`src/rtl/bridge_pkg.sv`:
```
// Package bridge_pkg
// Shared types, register offsets and command decoding for the byte-bus
// to PCI bridge. Assumes a single bridge clock for both sides.
package bridge_pkg;

    typedef enum logic [1:0] {
        SEQ_IDLE = 2'd0,
        SEQ_ADDR = 2'd1,
        SEQ_DATA = 2'd2
    } seq_state_t;

    localparam int unsigned LANES  = 4;
    localparam int unsigned BYTE_W = 8;
    localparam int unsigned WORD_W = LANES * BYTE_W;

    localparam logic [7:0] OFS_OUT0 = 8'd0;
    localparam logic [7:0] OFS_IN0  = 8'd4;
    localparam logic [7:0] OFS_CMD  = 8'd8;
    localparam logic [7:0] OFS_HOLD = 8'd9;
    localparam logic [7:0] OFS_STAT = 8'd10;

    localparam logic [3:0] CMD_CFG_RD = 4'b1010;
    localparam logic [3:0] CMD_CFG_WR = 4'b1011;
    localparam logic [3:0] CMD_IO_RD  = 4'b0010;
    localparam logic [3:0] CMD_IO_WR  = 4'b0011;

    // True for the four command codes the bridge can issue.
    function automatic logic cmd_supported(input logic [3:0] c);
        return (c == CMD_CFG_RD) || (c == CMD_CFG_WR) ||
               (c == CMD_IO_RD)  || (c == CMD_IO_WR);
    endfunction

    // Returns {found, index} of the lowest enabled lane (enable is active low).
    function automatic logic [2:0] lowest_lane(input logic [3:0] be_n);
        logic [2:0] r;
        r = 3'b000;
        for (int i = LANES - 1; i >= 0; i--) begin
            if (!be_n[i]) r = {1'b1, 2'(i)};
        end
        return r;
    endfunction

endpackage

```
`src/rtl/mcu_strobe.sv`:
```
// Module mcu_strobe
// Detects the controller's strobe edges and latches the low address byte
// when the address latch strobe falls. Assumes strobes are already
// synchronous to clk and each strobe lasts at least one clock.
module mcu_strobe #(
    parameter int unsigned AW_HALF = 8
) (
    input  logic                 clk,
    input  logic                 rst_n,
    input  logic                 ale,
    input  logic                 rd_n,
    input  logic                 wr_n,
    input  logic [AW_HALF-1:0]   ad_i,
    input  logic [AW_HALF-1:0]   ahi,
    output logic [2*AW_HALF-1:0] addr,
    output logic                 wr_pulse,
    output logic                 rd_active
);
    logic               ale_q;
    logic               wr_n_q;
    logic [AW_HALF-1:0] addr_lo;

    // Previous strobe levels for edge detection.
    always_ff @(posedge clk) begin
        if (!rst_n) begin
            ale_q  <= 1'b0;
            wr_n_q <= 1'b1;
        end else begin
            ale_q  <= ale;
            wr_n_q <= wr_n;
        end
    end

    // Low address byte taken when the latch strobe falls.
    always_ff @(posedge clk) begin
        if (!rst_n)               addr_lo <= '0;
        else if (ale_q && !ale)   addr_lo <= ad_i;
    end

    // Address, write pulse and read window toward the register bank.
    always_comb begin
        addr      = {ahi, addr_lo};
        wr_pulse  = wr_n_q && !wr_n;
        rd_active = !rd_n && !ale;
    end
endmodule

```
`src/rtl/bridge_regs.sv`:
```
// Module bridge_regs
// Byte-wide register bank: outbound lanes, target reset hold bit and the
// read-back multiplexer. Assumes addr is stable while the strobe is active.
module bridge_regs
    import bridge_pkg::*;
#(
    parameter logic [7:0] BASE_PAGE = 8'h80
) (
    input  logic              clk,
    input  logic              rst_n,
    input  logic [15:0]       addr,
    input  logic              wr_pulse,
    input  logic [7:0]        wdata,
    input  logic              rd_active,
    input  logic              busy,
    input  logic [WORD_W-1:0] in_word,
    input  logic [7:0]        cmd_byte,
    input  logic [7:0]        status,
    output logic [WORD_W-1:0] out_word,
    output logic              hold_rst,
    output logic              cmd_wr,
    output logic [7:0]        rd_data,
    output logic              rd_oe
);
    logic       sel;
    logic [7:0] ofs;

    // Page match and offset range decode.
    always_comb begin
        ofs = addr[7:0];
        sel = (addr[15:8] == BASE_PAGE) && (ofs <= OFS_STAT);
    end

    // One writable register per outbound lane, frozen while busy.
    for (genvar k = 0; k < LANES; k++) begin : g_out_lane
        always_ff @(posedge clk) begin
            if (!rst_n)
                out_word[k*BYTE_W +: BYTE_W] <= '0;
            else if (wr_pulse && sel && !busy && ofs == OFS_OUT0 + 8'(k))
                out_word[k*BYTE_W +: BYTE_W] <= wdata;
        end
    end

    // Target reset hold bit, asserted out of reset.
    always_ff @(posedge clk) begin
        if (!rst_n)                                 hold_rst <= 1'b1;
        else if (wr_pulse && sel && ofs == OFS_HOLD) hold_rst <= wdata[0];
    end

    // Start request to the sequencer.
    always_comb cmd_wr = wr_pulse && sel && !busy && (ofs == OFS_CMD);

    // Read-back multiplexer.
    always_comb begin
        rd_oe   = rd_active && sel;
        rd_data = 8'h00;
        if (ofs < OFS_IN0)        rd_data = out_word[ofs[1:0]*BYTE_W +: BYTE_W];
        else if (ofs < OFS_CMD)   rd_data = in_word[ofs[1:0]*BYTE_W +: BYTE_W];
        else if (ofs == OFS_CMD)  rd_data = cmd_byte;
        else if (ofs == OFS_HOLD) rd_data = {7'b0, hold_rst};
        else                      rd_data = status;
    end

    // outbound word cannot change while a transaction is under way.
    assert_busy_freezes_out_R10: assert property (@(posedge clk) disable iff (!rst_n)
        (busy && $past(busy)) |-> $stable(out_word));
endmodule

```
`src/rtl/pci_seq.sv`:
```
// Module pci_seq
// One-shot PCI initiator: checks a start request, runs one address phase
// and one data phase, waits for target ready with a bounded counter and
// captures read data. Assumes one target, no bursts, no arbitration.
module pci_seq
    import bridge_pkg::*;
#(
    parameter int unsigned TIMEOUT_CYC = 16
) (
    input  logic              clk,
    input  logic              rst_n,
    input  logic              start,
    input  logic [7:0]        start_byte,
    input  logic [WORD_W-1:0] out_word,
    input  logic [WORD_W-1:0] pci_ad_i,
    input  logic              pci_trdy_n,
    output logic [WORD_W-1:0] pci_ad_o,
    output logic              pci_ad_oe,
    output logic [3:0]        pci_cbe_n,
    output logic              pci_frame_n,
    output logic              pci_irdy_n,
    output logic              pci_idsel,
    output logic [WORD_W-1:0] in_word,
    output logic [7:0]        cmd_q,
    output logic              busy,
    output logic              timeout_flag,
    output logic              reject_flag
);
    localparam int unsigned CNT_W = $clog2(TIMEOUT_CYC + 1);

    seq_state_t state;
    logic [CNT_W-1:0] wait_cnt;
    logic [2:0]       lane;
    logic             legal;
    logic             done;
    logic             expire;

    // Legality of the requested command and lane alignment.
    always_comb begin
        lane  = lowest_lane(start_byte[3:0]);
        legal = cmd_supported(start_byte[7:4]) &&
                (start_byte[7] || (lane[2] && lane[1:0] == out_word[1:0]));
        done   = (state == SEQ_DATA) && !pci_trdy_n;
        expire = (state == SEQ_DATA) && pci_trdy_n &&
                 (wait_cnt == CNT_W'(TIMEOUT_CYC - 1));
    end

    // Phase sequencer.
    always_ff @(posedge clk) begin
        if (!rst_n) begin
            state <= SEQ_IDLE;
        end else begin
            case (state)
                SEQ_IDLE: if (start && legal) state <= SEQ_ADDR;
                SEQ_ADDR: state <= SEQ_DATA;
                SEQ_DATA: if (done || expire) state <= SEQ_IDLE;
                default:  state <= SEQ_IDLE;
            endcase
        end
    end

    // Command latch and status flags.
    always_ff @(posedge clk) begin
        if (!rst_n) begin
            cmd_q        <= 8'h00;
            timeout_flag <= 1'b0;
            reject_flag  <= 1'b0;
        end else if (start && state == SEQ_IDLE) begin
            timeout_flag <= 1'b0;
            reject_flag  <= !legal;
            if (legal) cmd_q <= start_byte;
        end else if (expire) begin
            timeout_flag <= 1'b1;
        end
    end

    // Wait counter for target ready during the data phase.
    always_ff @(posedge clk) begin
        if (!rst_n || state != SEQ_DATA) wait_cnt <= '0;
        else                             wait_cnt <= wait_cnt + 1'b1;
    end

    // Inbound capture on the completing edge of a read.
    always_ff @(posedge clk) begin
        if (!rst_n)                   in_word <= '0;
        else if (done && !cmd_q[4])   in_word <= pci_ad_i;
    end

    // Bus outputs decoded from the registered phase.
    always_comb begin
        busy        = (state != SEQ_IDLE);
        pci_frame_n = (state != SEQ_ADDR);
        pci_irdy_n  = (state != SEQ_DATA);
        pci_idsel   = (state == SEQ_ADDR) && cmd_q[7];
        pci_ad_o    = out_word;
        pci_ad_oe   = (state == SEQ_ADDR) || ((state == SEQ_DATA) && cmd_q[4]);
        case (state)
            SEQ_ADDR: pci_cbe_n = cmd_q[7:4];
            SEQ_DATA: pci_cbe_n = cmd_q[3:0];
            default:  pci_cbe_n = 4'hF;
        endcase
    end

    // address phase lasts a single clock.
    assert_frame_single_R3: assert property (@(posedge clk) disable iff (!rst_n)
        !pci_frame_n |=> pci_frame_n);
    // data phase follows the address phase at once.
    assert_irdy_follows_R5: assert property (@(posedge clk) disable iff (!rst_n)
        !pci_frame_n |=> !pci_irdy_n);
    // configuration select only with a configuration command on C/BE.
    assert_idsel_cfg_R4: assert property (@(posedge clk) disable iff (!rst_n)
        pci_idsel |-> (!pci_frame_n && pci_cbe_n[3]));
    // target ready ends the data phase.
    assert_release_after_trdy_R6: assert property (@(posedge clk) disable iff (!rst_n)
        (!pci_irdy_n && !pci_trdy_n) |=> pci_irdy_n);
    // an expired wait releases IRDY and flags the timeout.
    assert_timeout_release_R8: assert property (@(posedge clk) disable iff (!rst_n)
        (!pci_irdy_n && pci_trdy_n && wait_cnt == CNT_W'(TIMEOUT_CYC - 1))
        |=> (pci_irdy_n && timeout_flag));
    // reads never drive AD during the data phase.
    assert_read_floats_R5: assert property (@(posedge clk) disable iff (!rst_n)
        (!pci_irdy_n && !pci_cbe_n[0] && !cmd_q[4]) |-> !pci_ad_oe);
endmodule

```
`src/rtl/bytebus_pci_bridge.sv`:
```
// Module bytebus_pci_bridge
// Top of the byte-bus to PCI bridge: strobe front end, register bank and
// single-transaction PCI sequencer. Assumes a single clock and one target.
module bytebus_pci_bridge
    import bridge_pkg::*;
#(
    parameter logic [7:0]  BASE_PAGE   = 8'h80,
    parameter int unsigned TIMEOUT_CYC = 16
) (
    input  logic        clk,
    input  logic        rst_n,
    input  logic        mcu_ale,
    input  logic        mcu_rd_n,
    input  logic        mcu_wr_n,
    input  logic [7:0]  mcu_ahi,
    input  logic [7:0]  mcu_ad_i,
    output logic [7:0]  mcu_ad_o,
    output logic        mcu_ad_oe,
    input  logic [31:0] pci_ad_i,
    output logic [31:0] pci_ad_o,
    output logic        pci_ad_oe,
    output logic [3:0]  pci_cbe_n,
    output logic        pci_frame_n,
    output logic        pci_irdy_n,
    input  logic        pci_trdy_n,
    output logic        pci_idsel,
    output logic        pci_rst_n
);
    logic [15:0]       addr;
    logic              wr_pulse;
    logic              rd_active;
    logic [WORD_W-1:0] out_word;
    logic [WORD_W-1:0] in_word;
    logic [7:0]        cmd_q;
    logic              busy;
    logic              timeout_flag;
    logic              reject_flag;
    logic              hold_rst;
    logic              cmd_wr;
    logic [7:0]        status;

    mcu_strobe #(.AW_HALF(8)) u_strobe (
        .clk(clk), .rst_n(rst_n), .ale(mcu_ale), .rd_n(mcu_rd_n),
        .wr_n(mcu_wr_n), .ad_i(mcu_ad_i), .ahi(mcu_ahi), .addr(addr),
        .wr_pulse(wr_pulse), .rd_active(rd_active)
    );

    // Status byte assembled from sequencer flags.
    always_comb status = {5'b0, reject_flag, timeout_flag, busy};

    bridge_regs #(.BASE_PAGE(BASE_PAGE)) u_regs (
        .clk(clk), .rst_n(rst_n), .addr(addr), .wr_pulse(wr_pulse),
        .wdata(mcu_ad_i), .rd_active(rd_active), .busy(busy),
        .in_word(in_word), .cmd_byte(cmd_q), .status(status),
        .out_word(out_word), .hold_rst(hold_rst), .cmd_wr(cmd_wr),
        .rd_data(mcu_ad_o), .rd_oe(mcu_ad_oe)
    );

    pci_seq #(.TIMEOUT_CYC(TIMEOUT_CYC)) u_seq (
        .clk(clk), .rst_n(rst_n), .start(cmd_wr), .start_byte(mcu_ad_i),
        .out_word(out_word), .pci_ad_i(pci_ad_i), .pci_trdy_n(pci_trdy_n),
        .pci_ad_o(pci_ad_o), .pci_ad_oe(pci_ad_oe), .pci_cbe_n(pci_cbe_n),
        .pci_frame_n(pci_frame_n), .pci_irdy_n(pci_irdy_n),
        .pci_idsel(pci_idsel), .in_word(in_word), .cmd_q(cmd_q),
        .busy(busy), .timeout_flag(timeout_flag), .reject_flag(reject_flag)
    );

    // Target reset follows the hold bit.
    always_comb pci_rst_n = !hold_rst;

    // target reset line mirrors the hold bit.
    assert_target_reset_R11: assert property (@(posedge clk) disable iff (!rst_n)
        $fell(hold_rst) |-> pci_rst_n);
endmodule

```
`config.mk`:
```
export PLATFORM = sky130hd
export DESIGN_NAME = bytebus_pci_bridge
export DESIGN_NICKNAME = d
export VERILOG_FILES = /design/src/rtl/bridge_pkg.sv /design/src/rtl/mcu_strobe.sv /design/src/rtl/bridge_regs.sv /design/src/rtl/pci_seq.sv /design/src/rtl/bytebus_pci_bridge.sv
export SDC_FILE = /design/constraint.sdc
export NUM_CORES = 1
export LEC_CHECK = 0
export ABC_AREA = 1
export CAP_MARGIN = 30
export CORE_MARGIN = 1.5
export CORE_UTILIZATION = 54
export CTS_CLUSTER_SIZE = 10
export DETAILED_ROUTE_END_ITERATION = 12
export HOLD_SLACK_MARGIN = 0.08
export PLACE_DENSITY = 0.95
export SLEW_MARGIN = 10
export SYNTH_ARGS = -nofsm -noshare
export SYNTH_HDL_FRONTEND = slang
export SYNTH_SLANG_ARGS = --single-unit
```
`constraint.sdc`:
```
create_clock -name clk -period 4.3 [get_ports clk]
set_input_delay 0.86 -clock clk [delete_from_list [all_inputs] [get_ports clk]]
set_output_delay 0.86 -clock clk [all_outputs]
set_load 0.005 [all_outputs]
```
==> results of run 1 <==
==> state kept, by name, indices dropped and copies added (netlist names) <==
name                flops
u_seq.in_word          32
u_regs.hold_rst         1
u_strobe.ale_q          1
u_seq.state             2
u_seq.reject_flag       1
u_seq.timeout_flag      1
u_regs.out_word        32
u_strobe.wr_n_q         1
u_seq.cmd_q             8
u_seq.wait_cnt          5
u_strobe.addr_lo        8
==> worst reg2reg max path, cell delays in order (launching register included) <==
cell and delay, ps:
dfxtp_1 340, nor2_1 120, nand2_2 110, inv_1 190, nand3_1 400, nor2_1 340, nand2_1 320, nand2_1 220
nand3_1 120, nand2_1 80, nor2_1 50
==> routing by layer <==
metal	part of all wire, %	routed length (um)	vias up
li1	-	-	2079
met1	40	5040	2028
met5	0	0	-
met2	49	6190	280
met4	2.9	369	0
met3	7.9	993	44
==> cell type report <==
| cell class | count | area (um2) |
|---|---|---|
| clock buffers | 10 | 138 |
| clock inverters | 6 | 86.3 |
| fillers | 566 | 2150 |
| inverters | 90 | 338 |
| multi-input cells | 358 | 1960 |
| flip-flops and latches | 92 | 1840 |
| well taps | 102 | 128 |
| repair buffers | 109 | 1080 |
==> synthesized netlist by cell type (all sizes together) <==
cell type  number
dfxtp          92
inv            89
nor2           78
nand2          64
o21ai          56
a21oi          51
o22ai          28
nand3          21
a211oi         19
clkbuf         19
buf            13
nor3            9
a31oi           6
ha              5
o211ai          4
a221oi          3
nand4           3
o221ai          3
o2111ai         2
clkinv          1
nor3b           1
nor4            1
o21bai          1
o311ai          1
o31ai           1
or2             1
==> cell families after synthesis <==
kind of cell / Yosys count
adders and majority gates: 5
buffers and inverters: 122
and+or+nand+nor: 178
DFF: 92
AOI/OAI and AO/OA: 175
==> power by group <==
| group | total (W) | internal (W) | switching [W] |
|---|---|---|---|
| logic | 0.000576 | 0.000250 | 0.000326 |
| registers | 0.000945 | 0.000916 | 0.0000289 |
| clock network | 0.000648 | 0.000343 | 0.000305 |
| total | 0.00217 | 0.00151 | 0.000660 |
==> worst max path at each step <==
| stage | from | to | cells past startpoint |
|---|---|---|---|
| after floorplan | mcu_ahi[3] | mcu_ad_oe | 5 |
| after global placement | mcu_ahi[7] | mcu_ad_oe | 8 |
| after detailed placement | mcu_ahi[7] | mcu_ad_oe | 8 |
| after CTS | u_strobe.addr_lo[0]$_SDFFE_PN0P_ | mcu_ad_o[6] | 8 |
| after global routing | u_strobe.addr_lo[4]$_SDFFE_PN0P_ | mcu_ad_o[1] | 8 |
| final | u_strobe.addr_lo[0]$_SDFFE_PN0P_ | mcu_ad_o[6] | 8 |
==> cell usage in the layout (no fill, tap or decap), types with 3 or more instances in the layout <==
cell	netlist	routed
a211oi_1	11	11
a211oi_2	8	8
a21oi_1	51	51
a221oi_1	3	3
a31oi_1	6	6
buf_4	2	5
clkbuf_8	0	10
clkdlybuf4s50_1	0	103
dfxtp_1	92	92
ha_1	5	5
inv_1	88	88
nand2_1	60	60
nand2_2	3	3
nand3_1	18	18
nand3_4	3	3
nor2_1	74	74
nor3_1	9	9
o211ai_1	4	4
o21ai_0	56	56
o221ai_1	3	3
o22ai_1	28	28
==> through the flow <==
step	hold WS [ps]	instance area, um2	setup WS [ps]	util, %	power (W)
2_1_floorplan	418	4310	2020	-	0.00128
5_1_grt	479	5580	503	72.2	0.00226
6_report	455	5580	584	72.2	0.00217
4_1_cts	456	5560	647	72.0	0.00215
3_5_place_dp	444	5340	1010	69.1	0.00151
3_3_place_gp	429	5340	1030	69.1	0.00149
==> impl_metrics.prom, run 1 <==
# TYPE chip_impl_metric gauge
chip_impl_info{name="outcome",value="finished clean"} 1
chip_impl_metric{name="clk_sink_count",unit=""} 92
chip_impl_metric{name="synth_nets",unit=""} 631
chip_impl_metric{name="detailedPlacementHpwl",unit="mm"} 8.77
chip_impl_metric{name="max_capacitance_violation_count",unit=""} 0
chip_impl_info{name="worst_setup_path_start_kind",value="register"} 1
chip_impl_metric{name="max_clock_freq",unit="MHz"} 269
chip_impl_metric{name="postSynthCellCount",unit=""} 572
chip_impl_metric{name="yosys.cell_types.count",unit=""} 37
chip_impl_info{name="gr-max-usage-layer",value="met2"} 1
chip_impl_metric{name="cts_inserted_buffers",unit=""} 9
chip_impl_metric{name="vias_per_instance",unit=""} 5.78
chip_impl_metric{name="cts_clock_pin_slew_for_the_worst_setup_and_hold_paths",unit="ps"} 90
chip_impl_metric{name="postCtsSetupRepairBufs",unit=""} 0
chip_impl_metric{name="hold_viol_final",unit=""} 0
chip_impl_metric{name="grt.total_usage",unit="%"} 29.8
chip_impl_metric{name="synth_top_area_share",unit="%"} 42.7
chip_impl_metric{name="leakage",unit="nW"} 2.09
chip_impl_metric{name="route.vias.total",unit=""} 4431
chip_impl_metric{name="critPathRequiredTime",unit="ps"} 3440
chip_impl_info{name="r2r_start",value="u_strobe.addr_lo[7]$_SDFFE_PN0P_"} 1
chip_impl_metric{name="first_global_vias",unit=""} 4212
chip_impl_metric{name="synth-warning-count",unit=""} 0
chip_impl_info{name="crit_path_cell_trace",value="inv_1, nand2_1, inv_1, nand2_1, o2111ai_1, a21oi_1, o21ai_0, clkdlybuf4s50_1"} 1
chip_impl_metric{name="synth_simple_gate_area_share",unit="%"} 19.7
chip_impl_metric{name="critPathBufInv",unit=""} 3
chip_impl_metric{name="grt_start_max_net_pins",unit=""} 59
chip_impl_metric{name="drt-total-wl",unit="mm"} 12.6
chip_impl_info{name="start_point_of_the_worst_hold_path",value="u_seq.wait_cnt[0]$_SDFF_PP0_"} 1
chip_impl_info{name="worst_r2r_endpoint",value="u_seq.state[1]$_SDFFE_PN0P_"} 1
chip_impl_info{name="cpLargestDelayFamily",value="buffers and inverters"} 1
chip_impl_info{name="clock-root-buffer",value="clkbuf_8"} 1
chip_impl_metric{name="port-buffer-count",unit=""} 103
chip_impl_metric{name="die_width",unit="um"} 92.3
chip_impl_metric{name="grt_antenna_before_repair",unit=""} 0
chip_impl_metric{name="num_rows",unit=""} 32
chip_impl_metric{name="global_route_wire_length_before_repair",unit="mm"} 20.1
chip_impl_metric{name="ctsHtreeMaxLevel",unit=""} 3
chip_impl_metric{name="worst_pin_slew",unit="ps"} 682
chip_impl_metric{name="synth.area.mux_share",unit="%"} 0
chip_impl_info{name="setup.worst_path.end_class",value="output pin"} 1
chip_impl_metric{name="wl_per_cell",unit="um"} 16.4
chip_impl_info{name="clock_tree_from_tritoncts",value="done"} 1
chip_impl_metric{name="critical_path.max_fanout",unit=""} 15
chip_impl_metric{name="setup_viol",unit=""} 0
chip_impl_metric{name="remaining_drc_errors",unit=""} 0
chip_impl_metric{name="synth-adder-area-share",unit="%"} 1.45
chip_impl_metric{name="post_route_cells_drive_above_1_share",unit="%"} 6.77
chip_impl_metric{name="grtUsageMet1",unit="%"} 36.9
chip_impl_info{name="grt_setup_unrepaired",value="no"} 1
chip_impl_metric{name="final-max-slew-violation-count",unit=""} 0
chip_impl_metric{name="place.gp.congestion",unit=""} 0.871
chip_impl_metric{name="post_cts_resized",unit=""} 0
chip_impl_metric{name="die_footprint",unit="mm2"} 0.00853
chip_impl_metric{name="period_share",unit="%"} 86.4
chip_impl_metric{name="p_per_area",unit="mW/mm2"} 389
chip_impl_metric{name="cts_hold_repair.buffers",unit=""} 0
chip_impl_metric{name="cts_max_path_buffers",unit=""} 2
chip_impl_metric{name="boundaryPins",unit=""} 104
chip_impl_info{name="hold_end",value="u_seq.wait_cnt[0]$_SDFF_PP0_"} 1
chip_impl_metric{name="area_growth",unit="%"} 29.4
chip_impl_metric{name="synth.ff_latch_count",unit=""} 92
chip_impl_metric{name="syn_area_per_cell",unit="um2"} 7.54
chip_impl_metric{name="max-slew-margin-rel",unit="%"} 54.5
chip_impl_metric{name="fin_worst_skew",unit="ps"} 10.9
chip_impl_info{name="combinational_family_with_the_most_area_after_synthesis",value="compound AO/OA/AOI/OAI gates"} 1
chip_impl_metric{name="starting_density_of_the_core",unit="%"} 55.8
chip_impl_metric{name="synth_compound_area_share",unit="%"} 24.5
chip_impl_metric{name="final-instance-count-excl-fill",unit=""} 767
chip_impl_metric{name="fin_setup_tns",unit="ps"} 0
chip_impl_info{name="netlist_top_cells_area",value="dfxtp_1 (43%), inv_1 (7.7%), o21ai_0 (6.5%)"} 1
chip_impl_metric{name="synthXorXnorAreaFrac",unit="%"} 0
chip_impl_metric{name="chipHeight",unit="um"} 92.3
chip_impl_metric{name="crit_path_max_incr_delay",unit="ps"} 520
chip_impl_info{name="timing_worst_setup_path_type",value="register to output pin"} 1
chip_impl_info{name="biggest_area_consumer_among_synthesized_cells",value="dfxtp_1"} 1
chip_impl_metric{name="design.final.nets",unit=""} 719
chip_impl_metric{name="rrSetupSlack",unit="ps"} 1890
chip_impl_metric{name="worstSkewPairLatency",unit="ps"} 360
chip_impl_metric{name="syn_area",unit="mm2"} 0.00431
chip_impl_metric{name="reg2regPathDepth",unit=""} 10
chip_impl_metric{name="firstDrtPassIters",unit=""} 6
chip_impl_metric{name="vdd.ir_drop.worst",unit="mV"} 0.201
chip_impl_metric{name="grtUsageMet2",unit="%"} 51.3
chip_impl_metric{name="final_period_minus_worst_setup_slack",unit="ps"} 3720
chip_impl_metric{name="drtIter0Drc",unit=""} 444
chip_impl_metric{name="core",unit="mm2"} 0.00773
chip_impl_info{name="hold_class",value="register to register"} 1
chip_impl_info{name="worst_path_max_delay_cell",value="nand2_1"} 1
chip_impl_metric{name="cp_data_arrival_time",unit="ps"} 2860
chip_impl_metric{name="ys_seq_area_share",unit="%"} 42.7
chip_impl_metric{name="ant_nets",unit=""} 0
chip_impl_metric{name="globalRouteOverflowTotal",unit=""} 0
chip_impl_metric{name="numPlacedInstances",unit=""} 750
chip_impl_metric{name="antenna_cells",unit=""} 0
chip_impl_metric{name="grtUsageMet3",unit="%"} 4.43
chip_impl_metric{name="hold-path-cell-count",unit=""} 1
Note: power is estimated with default switching activity, not from simulation.
==> inputs of run 2 (changes only) <==
--- a/config.mk
+++ b/config.mk
@@ -8,11 +8,12 @@
 export ABC_AREA = 1
 export CAP_MARGIN = 30
 export CORE_MARGIN = 1.5
-export CORE_UTILIZATION = 54
+export CORE_UTILIZATION = 35
 export CTS_CLUSTER_SIZE = 10
 export DETAILED_ROUTE_END_ITERATION = 12
 export HOLD_SLACK_MARGIN = 0.08
-export PLACE_DENSITY = 0.95
+export PLACE_DENSITY = 0.7
+export SKIP_CTS_REPAIR_TIMING = 1
 export SLEW_MARGIN = 10
 export SYNTH_ARGS = -nofsm -noshare
 export SYNTH_HDL_FRONTEND = slang
==> run 2 against run 1 <==
Die area grew 52%. Clock power grew 33%. Critical path depth decreased by 1. Design area rose by 2.6%. First-iteration DRC count fell by 15%. Maximum frequency is 2.8% higher. Register-to-register slack better by 170 ps. Wire length is 1.3% lower. Largest power group unchanged. Highest routed layer unchanged.
==> impl_metrics.prom, run 2 (same netlist as run 1, synthesis figures left out) <==
# TYPE chip_impl_metric gauge
chip_impl_metric{name="crit_path_max_incr_delay",unit="ps"} 500
chip_impl_metric{name="core",unit="mm2"} 0.0120
chip_impl_metric{name="finalHoldWorstSlack",unit="ps"} 452
chip_impl_metric{name="grt_antenna_before_repair",unit=""} 0
chip_impl_info{name="r2r_start",value="u_strobe.addr_lo[4]$_SDFFE_PN0P_"} 1
chip_impl_metric{name="grtUsageMet2",unit="%"} 30.5
chip_impl_metric{name="antenna_cells",unit=""} 0
chip_impl_metric{name="starting_density_of_the_core",unit="%"} 35.9
chip_impl_info{name="worst_setup_path_start_kind",value="register"} 1
chip_impl_metric{name="grtUsageMet3",unit="%"} 3.99
chip_impl_metric{name="grtUsageMet1",unit="%"} 25.7
chip_impl_info{name="setup.worst_path.end_class",value="output pin"} 1
chip_impl_metric{name="grt.total_usage",unit="%"} 19.1
chip_impl_metric{name="max-slew-margin-rel",unit="%"} 60.0
chip_impl_metric{name="period_share",unit="%"} 84.0
chip_impl_metric{name="worstSkewPairLatency",unit="ps"} 340
chip_impl_info{name="critical_path_start",value="u_strobe.addr_lo[1]$_SDFFE_PN0P_"} 1
chip_impl_metric{name="final-instance-count-excl-fill",unit=""} 811
chip_impl_metric{name="p_sw",unit="W"} 0.000674
chip_impl_metric{name="grt_start_max_net_pins",unit=""} 59
chip_impl_info{name="timing_worst_setup_path_type",value="register to output pin"} 1
chip_impl_metric{name="cts_inserted_buffers",unit=""} 9
chip_impl_metric{name="final_period_minus_worst_setup_slack",unit="ps"} 3610
chip_impl_metric{name="firstDrtPassIters",unit=""} 5
chip_impl_metric{name="global_route_wire_length_before_repair",unit="mm"} 19.5
chip_impl_metric{name="drt-total-wl",unit="mm"} 12.4
chip_impl_metric{name="layout.cell_area.non_filler",unit="mm2"} 0.00572
chip_impl_metric{name="post_route_cells_drive_above_1_share",unit="%"} 6.48
chip_impl_metric{name="p_per_area",unit="mW/mm2"} 413
chip_impl_metric{name="wl_per_cell",unit="um"} 15.3
chip_impl_metric{name="clock_power_share",unit="%"} 36.4
chip_impl_metric{name="vias_per_instance",unit=""} 5.23
chip_impl_metric{name="boundaryPins",unit=""} 104
chip_impl_metric{name="die_width",unit="um"} 114
chip_impl_metric{name="internal_power",unit="W"} 0.00169
chip_impl_metric{name="place_worst_setup_slack",unit="ps"} 1020
chip_impl_metric{name="cts_max_path_buffers",unit=""} 2
chip_impl_metric{name="route.vias.total",unit=""} 4238
chip_impl_metric{name="clk_sink_count",unit=""} 92
chip_impl_info{name="outcome",value="finished clean"} 1
chip_impl_metric{name="detailedPlacementHpwl",unit="mm"} 8.89
chip_impl_metric{name="design.final.nets",unit=""} 718
chip_impl_metric{name="leakage",unit="nW"} 2.13
chip_impl_info{name="hold_class",value="register to register"} 1
chip_impl_metric{name="remaining_drc_errors",unit=""} 0
chip_impl_metric{name="critPathBufInv",unit=""} 3
chip_impl_metric{name="drtIter0Drc",unit=""} 376
chip_impl_info{name="start_point_of_the_worst_hold_path",value="u_seq.wait_cnt[0]$_SDFF_PP0_"} 1
chip_impl_metric{name="ant_nets",unit=""} 0
chip_impl_metric{name="hold_viol_final",unit=""} 0
chip_impl_metric{name="place.gp.congestion",unit=""} 0.860
chip_impl_metric{name="first_global_vias",unit=""} 3865
chip_impl_metric{name="fin_worst_skew",unit="ps"} 8.07
chip_impl_metric{name="dpl-instance-area",unit="mm2"} 0.00540
chip_impl_info{name="gr-max-usage-layer",value="met2"} 1
chip_impl_metric{name="num_rows",unit=""} 40
chip_impl_info{name="worst_path_max_delay_cell",value="dfxtp_1"} 1
chip_impl_info{name="grt_setup_unrepaired",value="no"} 1
chip_impl_info{name="largest_registers",value="u_regs.out_word (32), u_seq.in_word (32)"} 1
chip_impl_metric{name="layout_setup_ws",unit="ps"} 687
chip_impl_metric{name="final-max-slew-violation-count",unit=""} 0
chip_impl_metric{name="port-buffer-count",unit=""} 103
chip_impl_metric{name="comb_power_share",unit="%"} 23.7
chip_impl_info{name="cpLargestDelayFamily",value="buffers and inverters"} 1
chip_impl_metric{name="setup_viol",unit=""} 0
chip_impl_metric{name="critical_path.max_fanout",unit=""} 11
chip_impl_metric{name="die_footprint",unit="mm2"} 0.0130
chip_impl_info{name="clock-root-buffer",value="clkbuf_16"} 1
chip_impl_metric{name="vdd.ir_drop.worst",unit="mV"} 0.200
chip_impl_info{name="crit_path_cell_trace",value="nor2_1, buf_4, inv_1, o22ai_1, o21ai_0, o211ai_1, clkdlybuf4s50_1"} 1
chip_impl_metric{name="numPlacedInstances",unit=""} 795
chip_impl_metric{name="switching_share_of_power",unit="%"} 28.5
chip_impl_metric{name="max_capacitance_violation_count",unit=""} 0
chip_impl_metric{name="cts_clock_pin_slew_for_the_worst_setup_and_hold_paths",unit="ps"} 70
chip_impl_metric{name="worst_pin_slew",unit="ps"} 597
chip_impl_info{name="clock_tree_from_tritoncts",value="done"} 1
chip_impl_metric{name="chipHeight",unit="um"} 114
chip_impl_info{name="final_cell_mix",value="clkdlybuf4s50_1 (103), dfxtp_1 (92), inv_1 (88)"} 1
chip_impl_metric{name="cp_data_arrival_time",unit="ps"} 2750
chip_impl_metric{name="globalRouteOverflowTotal",unit=""} 0
chip_impl_metric{name="max_clock_freq",unit="MHz"} 277
chip_impl_info{name="most_frequent_standard_cell_in_the_layout_excluding_fill_and_tap_cells",value="clkdlybuf4s50_1"} 1
chip_impl_metric{name="fin_setup_tns",unit="ps"} 0
chip_impl_metric{name="ctsHtreeMaxLevel",unit=""} 3
chip_impl_metric{name="area_growth",unit="%"} 32.8
chip_impl_metric{name="power_frac_seq",unit="%"} 39.9
chip_impl_metric{name="critPathRequiredTime",unit="ps"} 3440
## run 2: cell count changes in the layout (fill, tap and decap cells not counted), moves of 2 or more
cell and change:
clkbuf_16 +9, clkbuf_8 -9, clkinv_2 -2, clkinv_4 +2
## run 2: routing by layer
layer / up-vias / part of all wire (%)
met5: - / 0
met4: 0 / 2.0
met3: 24 / 6.7
met2: 161 / 46
met1: 1964 / 45
li1: 2089 / -
## run 2: final timing paths
path                                                endpoint  slack, ps  depth (start not counted)
worst max-delay path                             mcu_ad_o[5]        690                          7
worst min-delay path            u_seq.wait_cnt[0]$_SDFF_PP0_        450                          1
worst min register to register  u_seq.wait_cnt[0]$_SDFF_PP0_        450                          1
worst max register to register   u_seq.state[1]$_SDFFE_PN0P_       2060                         10
## run 2: metrics by stage
step / power, W / utilization [%]
detailed placement: 0.00152 / 44.9
global route: 0.00248 / 47.7
CTS: 0.00238 / 47.7
global placement: 0.00150 / 44.9
floorplan: 0.00128 / -
finish: 0.00237 / 47.7
## run 2: power by group through the flow
stage               registers (W)  logic (W)  clock network [W]
floorplan                0.000955   0.000320                  0
global placement         0.000960   0.000545                  0
detailed placement       0.000962   0.000559                  0
CTS                      0.000943   0.000562           0.000873
global route             0.000948   0.000622           0.000906
finish                   0.000943   0.000562           0.000862
## run 2: area by class of cell
cell class | count | area (um2)
Sequential cell | 92 | 1840
Tap cell | 147 | 184
Clock buffer | 11 | 243
Fill cell | 1164 | 6290
Clock inverter | 5 | 85.1
Multi-Input combinational cell | 358 | 1960
Inverter | 90 | 338
Timing Repair Buffer | 108 | 1070
